<file path="config.mk">
export PLATFORM = sky130hd
export DESIGN_NAME = reg_busy_sb
export DESIGN_NICKNAME = d
export VERILOG_FILES = /design/src/rtl/sb_pkg.sv /design/src/rtl/sb_port_decode.sv /design/src/rtl/sb_entry.sv /design/src/rtl/sb_hazard.sv /design/src/rtl/reg_busy_sb.sv
export SDC_FILE = /design/constraint.sdc
export NUM_CORES = 1
export LEC_CHECK = 0
export BUFFER_PORTS_ARGS = -buffer_cell sky130_fd_sc_hd__buf_2
export CORE_AREA = 3 3 100 102
export CTS_BUF_LIST = sky130_fd_sc_hd__clkbuf_4 sky130_fd_sc_hd__clkbuf_8 sky130_fd_sc_hd__clkbuf_16
export DETAILED_ROUTE_END_ITERATION = 6
export DIE_AREA = 0 0 103 105
export HOLD_SLACK_MARGIN = 0.02
export PLACE_DENSITY = 0.77
export SYNTH_ARGS = -nofsm -noshare
export SYNTH_HDL_FRONTEND = slang
export SYNTH_HIERARCHICAL = 1
export SYNTH_SLANG_ARGS = --single-unit
</file>
<file path="constraint.sdc">
create_clock -name clk -period 1.5 [get_ports clk]
set_input_delay 0.15 -clock clk [delete_from_list [all_inputs] [get_ports clk]]
set_output_delay 0.15 -clock clk [all_outputs]
set_load 0.02 [all_outputs]
</file>
<file path="src/rtl/sb_pkg.sv">
`timescale 1ns/1ps
package sb_pkg;
   // Meaning of the data bit carried by each write port.
   typedef enum logic {
      WR_RELEASE = 1'b0,
      WR_CLAIM   = 1'b1
   } wr_op_e;

   // Smallest legal entry count for a scoreboard instance.
   localparam int unsigned MIN_ENTRIES = 2;
endpackage

</file>
<file path="src/rtl/sb_port_decode.sv">
`timescale 1ns/1ps
// Splits one unary write port into a set mask and a clear mask.
module sb_port_decode
   import sb_pkg::*;
#(
   parameter int unsigned NUM_ENT = 32
) (
   input  logic               en,
   input  logic [NUM_ENT-1:0] sel,
   input  logic               val,
   output logic [NUM_ENT-1:0] set_mask,
   output logic [NUM_ENT-1:0] clr_mask
);
   wr_op_e op;

   always_comb begin
      op       = wr_op_e'(val);
      set_mask = '0;
      clr_mask = '0;
      if (en) begin
         if (op == WR_CLAIM) set_mask = sel;
         else                clr_mask = sel;
      end
   end
endmodule

</file>
<file path="src/rtl/sb_entry.sv">
`timescale 1ns/1ps
// One busy bit. Any release request beats any claim request.
module sb_entry #(
   parameter int unsigned NUM_WP = 2
) (
   input  logic              clk,
   input  logic              rst,
   input  logic [NUM_WP-1:0] set_req,
   input  logic [NUM_WP-1:0] clr_req,
   output logic              busy
);
   always_ff @(posedge clk) begin
      if (rst)             busy <= 1'b0;
      else if (|clr_req)   busy <= 1'b0;
      else if (|set_req)   busy <= 1'b1;
   end
endmodule

</file>
<file path="src/rtl/sb_hazard.sv">
`timescale 1ns/1ps
// Folds every operand selection into one mask and tests it against the state.
module sb_hazard #(
   parameter int unsigned NUM_ENT = 32,
   parameter int unsigned NUM_SRC = 3,
   parameter int unsigned NUM_DST = 2
) (
   input  logic [NUM_SRC-1:0][NUM_ENT-1:0] src_sel,
   input  logic [NUM_DST-1:0][NUM_ENT-1:0] dst_sel,
   input  logic [NUM_ENT-1:0]              busy,
   output logic                            hazard
);
   localparam int unsigned NUM_OPS = NUM_SRC + NUM_DST;

   logic [NUM_OPS-1:0][NUM_ENT-1:0] op_sel;
   logic [NUM_ENT-1:0]              touch;

   genvar gs, gd;
   generate
      for (gs = 0; gs < NUM_SRC; gs++) begin : g_src
         assign op_sel[gs] = src_sel[gs];
      end
      for (gd = 0; gd < NUM_DST; gd++) begin : g_dst
         assign op_sel[NUM_SRC+gd] = dst_sel[gd];
      end
   endgenerate

   always_comb begin
      touch = '0;
      for (int i = 0; i < NUM_OPS; i++) touch |= op_sel[i];
      hazard = |(touch & busy);
   end
endmodule

</file>
<file path="src/rtl/reg_busy_sb.sv">
`timescale 1ns/1ps
// Register busy scoreboard: unary-addressed, multi-port write, full-vector read.
module reg_busy_sb
   import sb_pkg::*;
#(
   parameter int unsigned NUM_ENT = 32,
   parameter int unsigned NUM_WP  = 2,
   parameter int unsigned NUM_SRC = 3,
   parameter int unsigned NUM_DST = 2
) (
   input  logic                            clk,
   input  logic                            rst,
   input  logic [NUM_WP-1:0]               wr_en,
   input  logic [NUM_WP-1:0][NUM_ENT-1:0]  wr_sel,
   input  logic [NUM_WP-1:0]               wr_val,
   input  logic [NUM_SRC-1:0][NUM_ENT-1:0] src_sel,
   input  logic [NUM_DST-1:0][NUM_ENT-1:0] dst_sel,
   output logic [NUM_ENT-1:0]              busy_vec,
   output logic                            hazard
);
   // Elaboration-time parameter checks.
   generate
      if (NUM_ENT < MIN_ENTRIES) begin : g_bad_ent
         $error("reg_busy_sb: NUM_ENT below minimum");
      end
      if (NUM_WP < 1) begin : g_bad_wp
         $error("reg_busy_sb: need at least one write port");
      end
      if (NUM_SRC < 1 || NUM_DST < 1) begin : g_bad_ops
         $error("reg_busy_sb: operand slot counts must be nonzero");
      end
   endgenerate

   logic [NUM_WP-1:0][NUM_ENT-1:0] port_set;
   logic [NUM_WP-1:0][NUM_ENT-1:0] port_clr;
   logic [NUM_ENT-1:0][NUM_WP-1:0] ent_set;
   logic [NUM_ENT-1:0][NUM_WP-1:0] ent_clr;
   logic [NUM_ENT-1:0]             state_q;

   genvar gp, ge;
   generate
      for (gp = 0; gp < NUM_WP; gp++) begin : g_port
         sb_port_decode #(.NUM_ENT(NUM_ENT)) dec_i (
            .en       (wr_en[gp]),
            .sel      (wr_sel[gp]),
            .val      (wr_val[gp]),
            .set_mask (port_set[gp]),
            .clr_mask (port_clr[gp])
         );
      end

      for (ge = 0; ge < NUM_ENT; ge++) begin : g_ent
         for (gp = 0; gp < NUM_WP; gp++) begin : g_col
            assign ent_set[ge][gp] = port_set[gp][ge];
            assign ent_clr[ge][gp] = port_clr[gp][ge];
         end
         sb_entry #(.NUM_WP(NUM_WP)) ent_i (
            .clk     (clk),
            .rst     (rst),
            .set_req (ent_set[ge]),
            .clr_req (ent_clr[ge]),
            .busy    (state_q[ge])
         );
      end
   endgenerate

   assign busy_vec = state_q;

   sb_hazard #(
      .NUM_ENT (NUM_ENT),
      .NUM_SRC (NUM_SRC),
      .NUM_DST (NUM_DST)
   ) hz_i (
      .src_sel (src_sel),
      .dst_sel (dst_sel),
      .busy    (state_q),
      .hazard  (hazard)
   );
endmodule

</file>
==> qor.txt <==
Worst setup EP type - output pin
Post-CTS setup buffer count - 0
Synth Flop Type - dfxtp_1
Final period utilization - 1.256
Synthesis-to-layout area growth - 54.25%
Sequential share of the synthesized area - 0.2157
Vias in the first global route - 3758
# port buffers - 262
Routability cong. - 0.8068
Worst hold stages - 3
Initial antenna violation count - 2
Wire per inst - 18.06 um
DP Wirelength - 9.933 mm
Worst-Skew Late Latency - 280 ps
H-tree depth - 2
Ys Warns - 6
DR DRC count - 0
Hold_buf cts - 0
Vias/cell - 5.411
Final Hold Fails - 0
Register bit total from synthesis - 32
CTS tree - built
EDFF count, synth - 0
Minimum clock period - 1884 ps
Critical path peak fanout - 1
Filler instances - 905
RSZ-0062 raised after global routing - true
Total vias in the final route - 3755
Die Y - 105 um
Setup_tns - -383.7 ps
Mapped Area - 2970 um2
Antenna-violating nets left - 0
Most flops, register - g_ent.ent_i/busy
Fin nets - 810
Fmax - 530.9 MHz
R2R Setup Slk - 580 ps
Core Box Area - 9196 um2
Final-report max-slew violation count - 0
Hold EP - g_ent[25].ent_i/busy
Mapped Cells - 325
Layout cell share with drive strength beyond 1 - 0.6781
Root Driver - clkbuf_8
Post-Route WL - 12.54 mm
Final Worst Setup Slack - -383.7 ps
Overall Global Routing Usage - 0.2213
Synth top area share - 0.2157
Asr flop ratio synth - 0
Largest registers - g_ent.ent_i/busy: 32 flops
Syn Area/Cell - 9.140 um2
Rows - 35
Failing checks - negative setup slack
Largest net degree at the start of global routing - 65
Hold/Removal Path Class - in -> reg
Area contributors post-synth - dfxtp_1 22%, and3_1 13%, nor4_2 13%
Reg2reg start - g_ent[1].ent_i/busy
Initial Utilization - 0.3230
Pleak - 2.487 nW
First-pass detailed-route iteration total - 4
Final core area utilization - 0.4982
Hold Startpoint - wr_sel[57]
Clock sinks - 32
Leading area contributor after synthesis - dfxtp_1
RR Endpoint - g_ent[1].ent_i/busy
Pwr dens - 617.8 nW/um2
Final worst clock skew - 0 ps
Worst Setup SP - dst_sel[37]
Worst EP arrival - 1730 ps
Clk slew on worst S/H paths - 80 ps
First-pass GRT wire length - 18.76 mm
Chip width - 103 um
TritonCTS buffer count - 5
Worst r2r path cells - 3
Grt total ovfl - 0
Maximum vdd ir drop - 319.5 uV
Die area - 10820 um2
WP data required - 1350 ps
Slew @ Worst Pin - 1024 ps
Register Area - 640.6 um2
Final setup viols - 1
Syn nets - 555
Slew headroom - 0.3175
Multi-input logic area - 2235 um2
I/O pins - 263
CP startpoint kind - primary input
Initial DRC count - 103
Worst Setup Path Type - in -> out
Max Buffers Root-to-Sink - 2
Netlist cell types - 15
Max reg flops - 32
Status - finished with violations
Max-cap violations - 0
Overall Power - 2.831 mW
## how the worst max path moves through the flow
stage,slack [ps],end,cells after the start
2_1_floorplan,50,hazard,5
3_3_place_gp,-590,hazard,7
3_5_place_dp,-620,hazard,7
4_1_cts,-440,hazard,7
5_1_grt,-460,hazard,9
6_report,-380,hazard,9
## routing by layer
metal / global-route usage / part of all wire / wire length, um
met5: 0 / 0 / 0
met4: 0.07216 / 0.026 / 321
met3: 0.03872 / 0.061 / 767
met2: 0.3960 / 0.52 / 6539
met1: 0.2604 / 0.39 / 4906
## cell usage in the layout, fill, tap and decap left out, drive strengths merged, types with 2 or more instances in the layout
cell type and n:
nor3 32, clkbuf 6, nand4 8, and3b 64, dfxtp 32, or4 32
diode 2, o21ai 32, nor4 34, and3 64, buf 274
## critical path: stages
cell and delay [ps]:
buf_6 90, or4_1 530, o21ai_1 140, buf_4 120
nand4_1 70, nor4_1 290, buf_4 150, nand2_2 50
buf_6 140
## area by class of cell
cell class | instances | area share
well taps | 111 | 0.03031
diodes | 2 | 0.001092
multi-input cells | 267 | 0.4877
repair buffers | 274 | 0.3168
clock buffers | 6 | 0.01666
flip-flops and latches | 32 | 0.1398
clock inverters | 2 | 0.007646
## stage by stage
step           worst slack, ps  cells  area, um2  hold slack, ps
2_1_floorplan            45.41    325       2970           223.4
3_3_place_gp            -589.9    684       4418           492.0
3_5_place_dp            -624.2    684       4418           495.0
4_1_cts                 -439.2    692       4558           185.2
5_1_grt                 -458.3    694       4582           188.3
6_report                -383.7    694       4582           198.3
## cell families after synthesis
family                 Yosys count  synth area share
flip-flops                      32            0.2157
buffers and inverters           26           0.04381
AO/OA/AOI/OAI                   32           0.05518
AND/OR/NAND/NOR                235            0.6853
## what timing repair did
item                       in CTS  in global routing
cloned                          0                  0
gates resized for setup         7                  7
pin swaps                       1                  4
setup endpoints to repair       1                  1
## synth_stat cells (6+ instances only)
cell type / instances
nor3_2: 32
and3b_2: 38
nand4_1: 8
nor4_2: 32
clkbuf_2: 6
buf_2: 20
o21ai_0: 9
or4_1: 32
dfxtp_1: 32
and3_1: 64
and3b_1: 26
o21ai_1: 22
## where the power goes
part | total (mW) | internal (mW) | switching (mW)
sequential | 0.973 | 0.909 | 0.0639
clock | 0.862 | 0.512 | 0.351
combinational | 0.996 | 0.515 | 0.480
(Power assumes the default switching activity.)
